## src/rtl/wg_pkg.sv

```systemverilog
package wg_pkg;
  typedef enum logic [1:0] {
    ACT_NONE = 2'b00,
    ACT_SET  = 2'b01,
    ACT_CLR  = 2'b10,
    ACT_TGL  = 2'b11
  } act_e;

  // Packed MSB first so that clk_sel lands on bits [2:0].
  typedef struct packed {
    act_e       b_sw;
    act_e       b_rc;
    act_e       b_cmp;
    act_e       a_sw;
    act_e       a_rc;
    act_e       a_cmp;
    logic [2:0] clk_sel;
  } mode_t;

  localparam int MODE_W = 15;

  function automatic logic apply_act(act_e a, logic cur);
    case (a)
      ACT_SET: return 1'b1;
      ACT_CLR: return 1'b0;
      ACT_TGL: return ~cur;
      default: return cur;
    endcase
  endfunction
endpackage

```

## src/rtl/wg_prescale.sv

```systemverilog
module wg_prescale #(
  parameter int NUM_DIV = 4
) (
  input  logic       clk,
  input  logic       rst,
  input  logic [2:0] sel,
  input  logic       slow_tick,
  output logic       tick
);
  localparam int DIV_W = 2 * NUM_DIV - 1;

  logic [DIV_W-1:0]   div_q;
  logic [NUM_DIV-1:0] tap;

  always_ff @(posedge clk) begin
    if (rst) div_q <= '0;
    else     div_q <= div_q + 1'b1;
  end

  // Tap i fires once every 2^(2i+1) clocks.
  for (genvar i = 0; i < NUM_DIV; i++) begin : g_tap
    assign tap[i] = &div_q[2*i:0];
  end

  always_comb begin
    if (sel < 3'(NUM_DIV)) tick = tap[sel[1:0]];
    else                   tick = slow_tick;
  end

  AST_DIV2_SPACING: assert property (@(posedge clk) disable iff (rst)
    (sel == 3'd0 && tick) |=> !tap[0]);
endmodule

```

## src/rtl/wg_counter.sv

```systemverilog
module wg_counter #(
  parameter int CNT_W = 16
) (
  input  logic             clk,
  input  logic             rst,
  input  logic             tick,
  input  logic             cmd_en,
  input  logic             cmd_dis,
  input  logic             cmd_trig,
  input  logic [CNT_W-1:0] period,
  output logic [CNT_W-1:0] cnt,
  output logic             run,
  output logic             at_period
);
  assign at_period = (cnt == period);

  always_ff @(posedge clk) begin
    if (rst) begin
      cnt <= '0;
      run <= 1'b0;
    end else begin
      if (cmd_dis)     run <= 1'b0;
      else if (cmd_en) run <= 1'b1;

      if (cmd_trig)         cnt <= '0;
      else if (run && tick) cnt <= at_period ? '0 : cnt + 1'b1;
    end
  end

  AST_TRIG_ZEROES: assert property (@(posedge clk) disable iff (rst)
    cmd_trig |=> (cnt == '0));
  AST_PERIOD_WRAP: assert property (@(posedge clk) disable iff (rst)
    (run && tick && !cmd_trig && at_period) |=> (cnt == '0));
  AST_STOPPED_HOLD: assert property (@(posedge clk) disable iff (rst)
    (!run && !cmd_trig) |=> $stable(cnt));
  AST_DIS_STOPS: assert property (@(posedge clk) disable iff (rst)
    cmd_dis |=> !run);
endmodule

```

## src/rtl/wg_outcell.sv

```systemverilog
module wg_outcell
  import wg_pkg::*;
(
  input  logic clk,
  input  logic rst,
  input  logic ev_sw,
  input  logic ev_rc,
  input  logic ev_cmp,
  input  act_e act_sw,
  input  act_e act_rc,
  input  act_e act_cmp,
  output logic level
);
  always_ff @(posedge clk) begin
    if (rst)         level <= 1'b0;
    else if (ev_sw)  level <= apply_act(act_sw, level);
    else if (ev_rc)  level <= apply_act(act_rc, level);
    else if (ev_cmp) level <= apply_act(act_cmp, level);
  end

  AST_QUIET_HOLD: assert property (@(posedge clk) disable iff (rst)
    (!ev_sw && !ev_rc && !ev_cmp) |=> $stable(level));
  AST_SW_SET: assert property (@(posedge clk) disable iff (rst)
    (ev_sw && act_sw == ACT_SET) |=> level);
  AST_RC_BEATS_CMP: assert property (@(posedge clk) disable iff (rst)
    (!ev_sw && ev_rc && act_rc == ACT_CLR) |=> !level);
endmodule

```

## src/rtl/wave_pwm_pair.sv

```systemverilog
module wave_pwm_pair
  import wg_pkg::*;
#(
  parameter int CNT_W = 16
) (
  input  logic             clk,
  input  logic             rst,
  input  logic             slow_tick,
  input  logic             cfg_we,
  input  logic [1:0]       cfg_sel,
  input  logic [CNT_W-1:0] cfg_wdata,
  input  logic             cmd_en,
  input  logic             cmd_dis,
  input  logic             cmd_trig,
  output logic [CNT_W-1:0] cnt_o,
  output logic             running_o,
  output logic             out_a,
  output logic             out_b
);
  localparam int NOUT = 2;

  mode_t            mode_q;
  logic [CNT_W-1:0] cmp_a_q, cmp_b_q, period_q;
  logic             tick, run, at_period, ev_rc;
  logic [CNT_W-1:0] cnt;

  always_ff @(posedge clk) begin
    if (rst) begin
      mode_q   <= '0;
      cmp_a_q  <= '0;
      cmp_b_q  <= '0;
      period_q <= '0;
    end else if (cfg_we) begin
      case (cfg_sel)
        2'd0:    mode_q   <= mode_t'(cfg_wdata[MODE_W-1:0]);
        2'd1:    cmp_a_q  <= cfg_wdata;
        2'd2:    cmp_b_q  <= cfg_wdata;
        default: period_q <= cfg_wdata;
      endcase
    end
  end

  wg_prescale #(.NUM_DIV(4)) u_pre (
    .clk(clk), .rst(rst), .sel(mode_q.clk_sel),
    .slow_tick(slow_tick), .tick(tick)
  );

  wg_counter #(.CNT_W(CNT_W)) u_cnt (
    .clk(clk), .rst(rst), .tick(tick),
    .cmd_en(cmd_en), .cmd_dis(cmd_dis), .cmd_trig(cmd_trig),
    .period(period_q), .cnt(cnt), .run(run), .at_period(at_period)
  );

  assign ev_rc = run && tick && at_period;

  logic [CNT_W-1:0] cmp_val [NOUT];
  act_e             a_sw    [NOUT];
  act_e             a_rc    [NOUT];
  act_e             a_cmp   [NOUT];
  logic [NOUT-1:0]  cmp_hit;
  logic [NOUT-1:0]  lvl;

  assign cmp_val[0] = cmp_a_q;
  assign cmp_val[1] = cmp_b_q;
  assign a_sw[0]    = mode_q.a_sw;
  assign a_sw[1]    = mode_q.b_sw;
  assign a_rc[0]    = mode_q.a_rc;
  assign a_rc[1]    = mode_q.b_rc;
  assign a_cmp[0]   = mode_q.a_cmp;
  assign a_cmp[1]   = mode_q.b_cmp;

  for (genvar g = 0; g < NOUT; g++) begin : g_out
    assign cmp_hit[g] = run && tick && (cnt == cmp_val[g]);
    wg_outcell u_cell (
      .clk(clk), .rst(rst),
      .ev_sw(cmd_trig), .ev_rc(ev_rc), .ev_cmp(cmp_hit[g]),
      .act_sw(a_sw[g]), .act_rc(a_rc[g]), .act_cmp(a_cmp[g]),
      .level(lvl[g])
    );
  end

  assign cnt_o     = cnt;
  assign running_o = run;
  assign out_a     = lvl[0];
  assign out_b     = lvl[1];

  AST_PERIOD_LOAD: assert property (@(posedge clk) disable iff (rst)
    (cfg_we && cfg_sel == 2'd3) |=> (period_q == $past(cfg_wdata)));
  AST_START: assert property (@(posedge clk) disable iff (rst)
    (cmd_en && !cmd_dis) |=> running_o);
endmodule

```

## config.mk

```make
export PLATFORM = sky130hd
export DESIGN_NAME = wave_pwm_pair
export DESIGN_NICKNAME = d
export VERILOG_FILES = /design/src/rtl/wg_pkg.sv /design/src/rtl/wg_prescale.sv /design/src/rtl/wg_counter.sv /design/src/rtl/wg_outcell.sv /design/src/rtl/wave_pwm_pair.sv
export SDC_FILE = /design/constraint.sdc
export NUM_CORES = 1
export LEC_CHECK = 0
export BUFFER_PORTS_ARGS = -buffer_cell sky130_fd_sc_hd__clkbuf_2
export CAP_MARGIN = 10
export CORE_MARGIN = 8
export CORE_UTILIZATION = 63
export CTS_CLUSTER_SIZE = 25
export DETAILED_ROUTE_END_ITERATION = 12
export PLACE_DENSITY = 0.83
export REMOVE_ABC_BUFFERS = 1
export SLEW_MARGIN = 15
export SYNTH_ARGS = -nofsm -noshare
export SYNTH_HDL_FRONTEND = slang
export SYNTH_SLANG_ARGS = --single-unit
```

## constraint.sdc

```tcl
create_clock -name clk -period 3.8 [get_ports clk]
set_input_delay 0.19 -clock clk [delete_from_list [all_inputs] [get_ports clk]]
set_output_delay 0.19 -clock clk [all_outputs]
set_load 0.005 [all_outputs]
```

# Word level (Yosys, flattened, before mapping)
# Index checks and enable logic that the tools add are counted.
[op_classes] n_lt_le_gt_ge=2 n_addsub=2 mux=16 reduce_logical=21 bitwise=3 eq_ne=27
[op_table] op="$eq A16 B16 Y1" count=3
[op_table] op="$eq A2 B2 Y1 const B" count=13
[op_table] op="$pmux W1 S3" count=6
[op_table] op="$add A16 B1 Y16 const B" count=1
[op_table] op="$mux W16" count=1
[op_table] op="$eq A2 B1 Y1 const B" count=7
[op_table] op="$ne A5 B2 Y1 const B" count=2
[op_table] op="$reduce_bool A5 Y1" count=2
[op_table] op="$mux W1" count=8
[op_table] op="$ne A4 B1 Y1 const B" count=2
[op_table] op="$reduce_and A2 Y1" count=4
[op_table] op="$reduce_and A4 Y1" count=2
[op_table] op="$add A7 B1 Y7 const B" count=1
[op_table] op="$reduce_and A7 Y1" count=1
[op_table] op="$reduce_bool A3 Y1" count=2
[op_table] op="$reduce_and A5 Y1" count=1
[op_table] op="$logic_and A1 B1 Y1" count=4
[op_table] op="$reduce_or A2 Y1" count=2
[op_table] op="$lt A2 B3 Y1 const B" count=1
[op_table] op="$lt A3 B3 Y1 const B" count=1
[op_table] op="$not A1 Y1" count=3
[op_table] op="$reduce_and A3 Y1" count=1
[op_table] op="$reduce_or A3 Y1" count=1
[op_table] op="$bmux W1 S2" count=1
[op_table] op="$logic_not A2 Y1" count=1
[word_totals] out_inout_bits=19 regBits=89

# Longest topological paths before layout
# Gate-level depths: netlist (run 1).
[depth] word_depth=9 ltp_mapped=11 depth_no_buf=9

# Modules after synthesis
# A second synthesis (run 1) with hierarchy kept.
[unflattened] cells_unflattened=509 area_unflattened_um2=4184.0
[by_module_without_submodules] mod="wave_pwm_pair" cells_per_inst=326 instances=1 area_each_um2=2573.7
[by_module_without_submodules] mod="wg_counter" cells_per_inst=113 instances=1 area_each_um2=958.4
[by_module_without_submodules] mod="wg_prescale" cells_per_inst=34 instances=1 area_each_um2=326.6
[by_module_without_submodules] mod="wg_outcell" cells_per_inst=18 instances=2 area_each_um2=162.7

# Worst setup path after synthesis (run 1)
# Ideal clock, no wire load.
[synth_timing] path_type="reg-to-reg" startpoint="register u_pre.div_q[0]" endpoint="register u_cnt.cnt[10]" arrival_time_ns=2.143 setup_ns=0.064 path_slack_ns=1.593 stages_incl_launch_ff=12 cell_sequence="dfxtp_1 -> ha_1 -> and3_1 -> ha_1 -> mux2_2 -> o311a_2 -> o21ai_2 -> o21ba_2 -> nand2b_1 -> clkbuf_2 -> buf_2 -> nor2_1"
[synth_between] elab_chain_cells=5 elab_cells_between_ends=7
[synth_lines] element="start, declared" line="wg_prescale.sv:12" text="logic [DIV_W-1:0] div_q;"
[synth_lines] element="start signal, assigned" line="wg_prescale.sv:17" text="else div_q <= div_q + 1'b1;"
[synth_lines] element="$reduce_and A7 Y1 (tied with other cells)" line="wg_prescale.sv:22" text="assign tap[i] = &div_q[2*i:0];"
[synth_lines] element="$bmux W1 S2 *" line="wg_prescale.sv:26" text="if (sel < 3'(NUM_DIV)) tick = tap[sel[1:0]];"
[synth_lines] element="$mux W1 (not written as such) *" line="wg_prescale.sv:26"
[synth_lines] element="$mux W1 *" line="wg_prescale.sv:26"
[synth_lines] element="$logic_and A1 B1 Y1 *" line="wg_counter.sv:26" text="else if (run && tick) cnt <= at_period ? '0 : cnt + 1'b1;"
[synth_lines] element="end signal, assigned" line="wg_counter.sv:26"
[synth_lines] element="end, declared" line="wg_counter.sv:11" text="output logic [CNT_W-1:0] cnt,"
# Mark *: on every way between the ends. The rest lies on a longest branch, timed or not. The select of a mux whose other input is x is not followed.
# A chain may end at the register's enable or synchronous reset.

# Worst setup path after layout (run 1)
[layout_timing] startpoint="register u_pre.div_q[0]" endpoint="register u_cnt.cnt[1]"
# Same word-level chain as after synthesis.

==> flow_summary.json, run 1 <==
{
  "outcome": "completed",
  "synth_top_family_by_area": "simple AND/OR/NAND/NOR gates",
  "antenna_found_initial": 0,
  "multi_input_area_um2": 2291,
  "cp_data_arrival_time_ps": 2910,
  "drcViolationCount": 0,
  "htree_levels": 3,
  "end_kind": "flip-flop",
  "rsz0062_at_grt": "no",
  "hold_buffers": 1,
  "finalWeightedCongestion": 0.9008,
  "period_needed_ps": 2617,
  "overflow": 0,
  "cts_setup_buffers": 0,
  "synthSimpleGateAreaFrac": 0.2360,
  "synth.ff_latch_count": 89,
  "pin_count": 44,
  "p_leak_nw": 1.829,
  "drt-total-wl_um": 10670,
  "tightest_slew_ps": 1079,
  "synth_xor_area_frac": 0.1328,
  "area_growth_pct": 7.116,
  "dr.first_iter.drc_count": 215,
  "synth_cell_types": 47,
  "clock.fmax_mhz": 382.1,
  "drt-pass1-iter-count": 4,
  "fillers": 561,
  "cts-root-buf": "clkbuf_8",
  "required_ps": 4100,
  "grt_max_degree": 50,
  "crit_type": "reg2reg",
  "fin_crit_sh": 0.6888,
  "wl_per_cell_um": 16.78,
  "seqCellArea_um2": 1782,
  "powerDensity_nw_per_um2": 382.0,
  "cts.repair.resized": 0,
  "synthAdderAreaFrac": 0.03457,
  "async_flop_share": 0,
  "hold_viol": 0,
  "synth_area_um2": 4343,
  "pre_cts_slack_ps": 1222,
  "hpwlAfterDp_um": 7657,
  "syn_inst": 533,
  "grt_pass1_wl_um": 17910,
  "synth_sequential_area_ratio": 0.4103,
  "finClkSkew_ps": 10.24,
  "coreArea_um2": 6719,
  "antennaDiodeCount": 0,
  "clk_latency_ps": 370,
  "ant_nets": 0,
  "final-max-slew-violation-count": 0,
  "cp-start-kind": "flip-flop",
  "vias": 3630,
  "dieHeight_um": 99.03,
  "cts_tree": "done",
  "avgSynthCellArea_um2": 8.148,
  "floorplan.initialDensity": 0.6464,
  "grt_pass1_vias": 3782,
  "dominantRegCellSynth": "dfxtp_1",
  "finalSetupViolCount": 0,
  "io_buffers": 43,
  "drive_gt1_frac": 0.1277,
  "fp.dieW_um": 99.03,
  "worst_slew_margin_rel": 0.2777,
  "final.setup.worst_slack_ps": 1183,
  "via_per_inst": 5.708,
  "placed_cell_area_um2": 4452,
  "hold_class": "in2reg",
  "clk_pin_slew_ps": 80,
  "fin_setup_tns_ps": 0,
  "synth_compound_area_frac": 0.1124,
  "postLayoutCellArea_um2": 4652,
  "dieArea_um2": 9806,
  "cts_max_path_buffers": 2,
  "synth-edff-count": 0,
  "final_net_count": 588,
  "crit_path_max_fanout": 16,
  "cts_buffers": 9,
  "grt_use_total": 0.2308,
  "synthMuxAreaShare": 0.01181,
  "drv_cap": 0,
  "placement_rows": 30,
  "clkSinkCount": 89,
  "yosysWarnings": 0,
  "ir_drop_v": 0.0002458
}
[worst paths after layout]
| check | startpoint | end | slack [ps] | cells after the start |
|---|---|---|---|---|
| setup / recovery | u_pre.div_q[0] | u_cnt.cnt[1] | 1180 | 9 |
| hold / removal | cmd_en | u_cnt.run | 60 | 3 |
| setup reg to reg | u_pre.div_q[0] | u_cnt.cnt[1] | 1180 | 9 |
| hold reg to reg | period_q[4] | period_q[4] | 470 | 2 |
[cells in the mapped netlist (6+ instances only)]
master	instances	area [µm²]
buf_6	7	78.83
xnor2_1	37	324.1
nor3_1	8	40.04
xor2_1	27	236.5
buf_2	6	30.03
ha_1	12	150.1
nand4_1	12	75.07
dfxtp_1	89	1782
a21oi_1	68	340.3
clkbuf_1	23	86.33
nor2_1	25	93.84
inv_1	11	41.29
nand2_1	143	536.8
[flip-flops by register name (all words and copies together) (netlist names), 3 cells and up]
signal and cells:
period_q 16, cmp_b_q 16, a_rc 4, u_cnt.cnt 16, mode_q 3, a_sw 4, u_pre.div_q 7, cmp_a_q 16
a_cmp 4
[placed cells by master (no fill, tap or decap), types with 3 or more instances in the layout]
cell	n
buf_4	3
xor2_1	27
nor4_1	4
clkbuf_1	4
nand2_1	143
inv_1	11
nand3_1	5
mux2i_1	4
a21oi_1	68
xnor2_1	37
nor2b_1	3
nor2_1	25
and3_1	5
nor3_1	8
dfxtp_1	89
clkbuf_2	43
nand4_1	12
nor4_2	3
ha_1	12
o21ai_0	5
nand2b_1	3
clkbuf_8	10
[metal layers]
metal	vias to the layer above	routed length [µm]	part of all wire	GRT usage
li1	1787	-	-	-
met1	1698	4541	0.43	0.2741
met2	117	4988	0.47	0.3799
met3	28	805	0.075	0.05144
met4	0	338	0.032	0.1216
met5	-	0	0	0
[metrics by stage]
stage	std cells	util	hold WS [ps]	total power, mW
floorplan	493	-	256.7	1.084
global placement	619	0.6626	358.2	1.147
detailed placement	619	0.6626	362.9	1.154
CTS	636	0.6924	55.51	1.784
global route	636	0.6924	63.44	1.840
finish	636	0.6924	61.29	1.777
[power by group]
part	switching [mW]	total, mW	internal, mW
Clock	0.317	0.641	0.323
Sequential	0.0204	0.979	0.958
Combinational	0.0985	0.158	0.0590
[final cells by class]
| class | count | share of cell area |
|---|---|---|
| Multi-Input combinational cell | 393 | 0.4925 |
| Sequential cell | 89 | 0.3830 |
| Timing Repair Buffer | 47 | 0.05325 |
| Clock buffer | 14 | 0.03281 |
| Tap cell | 80 | 0.02152 |
| Inverter | 11 | 0.008876 |
| Clock inverter | 2 | 0.008069 |
[logic make-up after synthesis]
| logic type | after synthesis |
|---|---|
| xor gates and xnor gates | 65 |
| muxes | 5 |
| adders and majority gates | 12 |
| AOI/OAI and AO/OA | 87 |
| and+or+nand+nor | 224 |
| DFF | 89 |
| buffers and inverters | 51 |
[worst max-delay path, cell delays in order, from the launching register on]
cell and delay (ps):
dfxtp_1 340, ha_1 230, and3_1 190, ha_1 170
mux2_2 270, o311a_2 350, o21ai_2 200, o21ba_2 220
nand2b_1 340, a21oi_1 230
(Power assumes the default switching activity.)
==> run 2, diff against run 1 <==
Settings changed: CORE_UTILIZATION 63 to 59, PLACE_DENSITY 0.83 to 0.79.
Clock period 3.8 ns to 2.6 ns, I/O delays scaled along.
==> run 2 against run 1 <==
- hold slack worse by 46 ps
- final cell count rose by 5.5%
- non-clock buffer count grew 16
- maximum frequency is 6.1% higher
- clock-buffer cell count shrank 2
- worst setup slack got worse by 1000 ps
- routed wire length up 6.6%
- sequential share of layout area shrank 1.6 points
- register-to-register slack got worse by 1000 ps
- global-route usage is essentially flat
- clock skew is essentially flat
- critical endpoint unchanged
==> flow_summary.json, run 2 (synthesis results as in run 1) <==
{
  "outcome": "completed",
  "clk_latency_ps": 360,
  "tightest_slew_ps": 857.3,
  "cts_tree": "done",
  "cts.repair.resized": 0,
  "finClkSkew_ps": 10.56,
  "worst_slew_margin_rel": 0.4268,
  "cp_slowest_stage_delay_ps": 350,
  "ant_nets": 0,
  "dieHeight_um": 101.8,
  "hpwlAfterDp_um": 8308,
  "end_kind": "flip-flop",
  "floorplan.initialDensity": 0.6052,
  "antennaDiodeCount": 0,
  "period_needed_ps": 2466,
  "crit_start": "u_pre.div_q[0]",
  "finalSetupViolCount": 0,
  "rsz0062_at_grt": "no",
  "cp-start-kind": "flip-flop",
  "grt_pass1_vias": 3772,
  "min-delay-start": "cfg_wdata[15]",
  "vias": 3764,
  "layout_commonest_cell": "nand2_1",
  "grt_max_degree": 39,
  "dr.first_iter.drc_count": 294,
  "switchingPower_uw": 666.3,
  "hold_class": "in2reg",
  "crit_family": "compound AO/OA/AOI/OAI gates",
  "cpMaxStageDelayCell": "o311a_2",
  "r2r-start": "u_pre.div_q[0]",
  "fin_crit_sh": 0.9484,
  "via_per_inst": 5.610,
  "pin_count": 44,
  "placement_rows": 31,
  "hold_viol": 0,
  "drive_gt1_frac": 0.1608,
  "required_ps": 2880,
  "drt-pass1-iter-count": 4,
  "p_comb_frac": 0.087,
  "cp_data_arrival_time_ps": 2740,
  "whs_ps": 15.11,
  "htree_levels": 3,
  "overflow": 0,
  "coreArea_um2": 7176,
  "powerDensity_nw_per_um2": 572.4,
  "ir_drop_v": 0.0004037,
  "hold_depth": 3,
  "p_leak_nw": 1.948,
  "io_buffers": 43,
  "regToRegSetupSlack_ps": 130,
  "final_net_count": 604,
  "crit_top_cell": "ha_1",
  "fp.dieW_um": 101.8,
  "worstReg2RegEnd": "u_cnt.cnt[1]",
  "clk_pin_slew_ps": 90,
  "finalWeightedCongestion": 0.8777,
  "min_to": "period_q[15]",
  "drt-total-wl_um": 11380,
  "crit_buf_inv": 0,
  "reg2regPathDepth": 9,
  "crit_type": "reg2reg",
  "cts_buffers": 9,
  "dieArea_um2": 10360,
  "power.share.switching": 0.2400,
  "final-max-slew-violation-count": 0,
  "clkPwrFrac": 0.398,
  "wl_per_cell_um": 16.96,
  "cts-root-buf": "clkbuf_8",
  "clock.fmax_mhz": 405.5,
  "internal-power_mw": 2.110,
  "crit_path_max_fanout": 16,
  "share_seq_of_total_power": 0.515,
  "drcViolationCount": 0,
  "clkSinkCount": 89,
  "fin_util": 0.6759,
  "area_growth_pct": 11.67,
  "antenna_found_initial": 0,
  "mostFrequentLayoutCells": "nand2_1, dfxtp_1, a21oi_1",
  "drv_cap": 0,
  "fin_setup_tns_ps": 0,
  "grt_pass1_wl_um": 18440,
  "grt_use_total": 0.2312,
  "crit_chain": "ha_1 > and3_1 > ha_1 > mux2_2 > o311a_2 > o21ai_2 > o21ba_2 > nand2b_1 > a21oi_1",
  "cts_max_path_buffers": 2
}
==> run 2: changes by cell type in the layout (fill, tap and decap cells not counted), sizes merged <==
cell	previous run	this run
bufinv	1	2
clkinvlp	1	0
clkbuf	57	55
clkinv	0	2
buf	3	19
==> run 2: final cells by class <==
cell class	count	area [µm²]
fill	598	2326
multi-input combinational	393	2296
sequential	89	1782
timing repair buffer	63	367.9
clock buffer	12	165.2
tap	99	123.9
clock inverter	4	73.82
inverter	11	41.29
==> run 2: tightest hold or removal path, cell delays in order <==
cell	delay, ps
clkbuf_2	100
nand2_1	50
a21oi_1	50
==> run 2: what timing repair did <==
| item | CTS | global route |
|---|---|---|
| hold buffers | 1 | 0 |
| hold endpoints to repair | 1 | 0 |
| buffers inserted | 0 | 0 |
==> run 2: power groups by stage <==
stage	Combinational [mW]	Clock, mW	Sequential, mW
floorplan	0.129	0	1.46
global placement	0.229	0	1.46
detailed placement	0.236	0	1.46
CTS	0.238	1.11	1.43
global route	0.265	1.16	1.43
finish	0.240	1.11	1.43
==> run 2: per-layer routing <==
| layer | track usage | up-vias | routed length [µm] |
|---|---|---|---|
| met5 | 0 | - | 0 |
| met4 | 0.08935 | 0 | 298 |
| met3 | 0.05704 | 27 | 748 |
| met2 | 0.3939 | 128 | 5544 |
| met1 | 0.2718 | 1788 | 4787 |
| li1 | - | 1821 | - |
==> run 2: how the worst max path moves through the flow <==
stage / endpoint / depth (start not counted)
2_1_floorplan: u_cnt.cnt[1] / 9
3_3_place_gp: u_cnt.cnt[1] / 9
3_5_place_dp: u_cnt.cnt[1] / 9
4_1_cts: u_cnt.cnt[1] / 9
5_1_grt: u_cnt.cnt[1] / 9
6_report: u_cnt.cnt[1] / 9
==> run 2: metrics by stage <==
stage | worst slack [ps] | instance area, µm² | std cells | total power, mW
2_1_floorplan | 307.5 | 4114 | 493 | 1.584
3_3_place_gp | 240.0 | 4601 | 654 | 1.688
3_5_place_dp | 177.1 | 4601 | 654 | 1.698
4_1_cts | 146.7 | 4850 | 671 | 2.781
5_1_grt | 12.96 | 4850 | 671 | 2.864
6_report | 134.2 | 4850 | 671 | 2.776
==> run 3, diff against run 2 <==
Settings changed: REMOVE_ABC_BUFFERS 1 to unset.
==> run 3 against run 2 <==
- sequential share of layout area grew 0.51 points
- clock skew shrank 4.4 ps
- global-route usage shrank 0.78 points
- via count shrank 1.6%
- clock-buffer cell count shrank 1
- flip-flop and latch count is the same
- routed wire length shrank 3.4%
- critical path depth grew 1
- non-clock buffer count shrank 5
- die area is the same
- combinational power shrank 2%
- critical path type unchanged
- critical endpoint is now g_out[0].u_cell.level
==> flow_summary.json, run 3 (synthesis results as in run 1) <==
{
  "fillers": 627,
  "p_leak_nw": 1.902,
  "dieHeight_um": 101.8,
  "pin_count": 44,
  "rsz0062_at_grt": "no",
  "finClkSkew_ps": 6.167,
  "mostFrequentLayoutCells": "nand2_1, dfxtp_1, a21oi_1",
  "cp_data_arrival_time_ps": 2580,
  "coreArea_um2": 7176,
  "layout_commonest_cell": "nand2_1",
  "finalWeightedCongestion": 0.8580,
  "fin_crit_sh": 0.8969,
  "dieArea_um2": 10360,
  "drt-total-wl_um": 10990,
  "grt_max_degree": 44,
  "drt-pass1-iter-count": 5,
  "antenna_found_initial": 0,
  "floorplan.initialDensity": 0.6052,
  "crit_path_max_fanout": 11,
  "clk_pin_slew_ps": 90,
  "clkPwrFrac": 0.377,
  "finalSetupViolCount": 0,
  "vias": 3704,
  "p_comb_frac": 0.088,
  "hold_viol": 0,
  "fp.dieW_um": 101.8,
  "cts-root-buf": "clkbuf_8",
  "cts.repair.resized": 0,
  "hold_buffers": 1,
  "htree_levels": 3,
  "fin_util": 0.6666,
  "internal-power_mw": 1.990,
  "hpwlAfterDp_um": 8024,
  "synthesis.nets": 570,
  "crit_buf_inv": 1,
  "cpMaxStageDelayCell": "o311a_2",
  "dr.first_iter.drc_count": 323,
  "grt_pass1_wl_um": 17620,
  "placement_rows": 31,
  "crit_type": "reg2reg",
  "cts_buffers": 9,
  "cts_max_path_buffers": 2,
  "hold_class": "in2reg",
  "end_kind": "flip-flop",
  "powerDensity_nw_per_um2": 559.3,
  "final-max-slew-violation-count": 0,
  "clkSinkCount": 89,
  "multi_input_area_um2": 2291,
  "fin_setup_tns_ps": 0,
  "crit_top_cell": "ha_1",
  "crit_family": "compound AO/OA/AOI/OAI gates",
  "power.share.switching": 0.2561,
  "cts_setup_buffers": 0,
  "drv_cap": 0,
  "ant_nets": 0,
  "seqCellArea_um2": 1782,
  "drive_gt1_frac": 0.1517,
  "switchingPower_uw": 685.2,
  "tightest_slew_ps": 790.7,
  "antennaDiodeCount": 0,
  "area_growth_pct": 10.14,
  "ir_drop_v": 0.0003660,
  "outcome": "completed",
  "cts_tree": "done",
  "cp-start-kind": "flip-flop",
  "worst_slew_margin_rel": 0.4713,
  "drcViolationCount": 0,
  "p_total_mw": 2.676,
  "clk_latency_ps": 370,
  "via_per_inst": 5.562,
  "clock.fmax_mhz": 428.9,
  "required_ps": 2850,
  "wl_per_cell_um": 16.50,
  "io_buffers": 43,
  "grt_use_total": 0.2234,
  "overflow": 0,
  "period_needed_ps": 2332,
  "crit_chain": "ha_1 > and3_1 > ha_1 > mux2_2 > o311a_2 > o21ai_2 > buf_4 > o41a_1 > a31o_1 > a31oi_1",
  "grt_pass1_vias": 3461,
  "final_net_count": 599,
  "share_seq_of_total_power": 0.535,
  "cp_slowest_stage_delay_ps": 370
}
run 3: changes by cell type in the layout (fill, tap and decap cells not counted), sizes merged:
cell,delta
clkinv,+1
clkinvlp,+1
bufinv,-1
buf,-5
clkbuf,-1
run 3: per-stage QoR:
| step | setup slack, ps | cells | cell area [µm²] | hold WS [ps] |
|---|---|---|---|---|
| 2_1_floorplan | 393.4 | 533 | 4343 | 209.3 |
| 3_3_place_gp | 394.4 | 649 | 4558 | 298.6 |
| 3_5_place_dp | 289.0 | 649 | 4558 | 297.9 |
| 4_1_cts | 279.0 | 666 | 4783 | 7.689 |
| 5_1_grt | 128.9 | 666 | 4783 | 25.44 |
| 6_report | 268.2 | 666 | 4783 | 7.117 |
run 3: power groups by stage:
| stage | combinational (mW) | sequential, mW | clock (mW) |
|---|---|---|---|
| floorplan | 0.156 | 1.46 | 0 |
| global placement | 0.224 | 1.46 | 0 |
| detailed placement | 0.229 | 1.46 | 0 |
| CTS | 0.232 | 1.43 | 1.02 |
| global route | 0.257 | 1.44 | 1.08 |
| finish | 0.235 | 1.43 | 1.01 |
run 3: routing by layer:
| metal | GRT usage | wire (µm) | up-vias |
|---|---|---|---|
| met3 | 0.05636 | 996 | 23 |
| met4 | 0.08362 | 280 | 0 |
| met2 | 0.3617 | 5124 | 158 |
| li1 | - | - | 1812 |
| met5 | 0 | 0 | - |
| met1 | 0.2783 | 4587 | 1711 |
run 3: worst reg2reg max path: stages (launching register included):
cell     delay (ps)
dfxtp_1         340
ha_1            240
and3_1          190
ha_1            170
mux2_2          270
o311a_2         370
o21ai_2          80
buf_4           200
o41a_1          180
a31o_1          150
a31oi_1          40
run 3: final timing paths:
kind / from / slack, ps / to / depth (start not counted)
setup reg to reg: u_pre.div_q[0] / 270 / g_out[0].u_cell.level / 10
setup / recovery: u_pre.div_q[0] / 270 / g_out[0].u_cell.level / 10
hold reg to reg: cmp_b_q[2] / 470 / cmp_b_q[2] / 2
hold / removal: cmd_en / 7 / u_cnt.run / 3
run 3: area by class of cell:
| class | instances | area share |
|---|---|---|
| sequential | 89 | 0.3725 |
| clock buffer | 11 | 0.03165 |
| multi-input combinational | 393 | 0.4789 |
| inverter | 11 | 0.008632 |
| clock inverter | 5 | 0.01334 |
| timing repair buffer | 58 | 0.06906 |
| tap | 99 | 0.02590 |
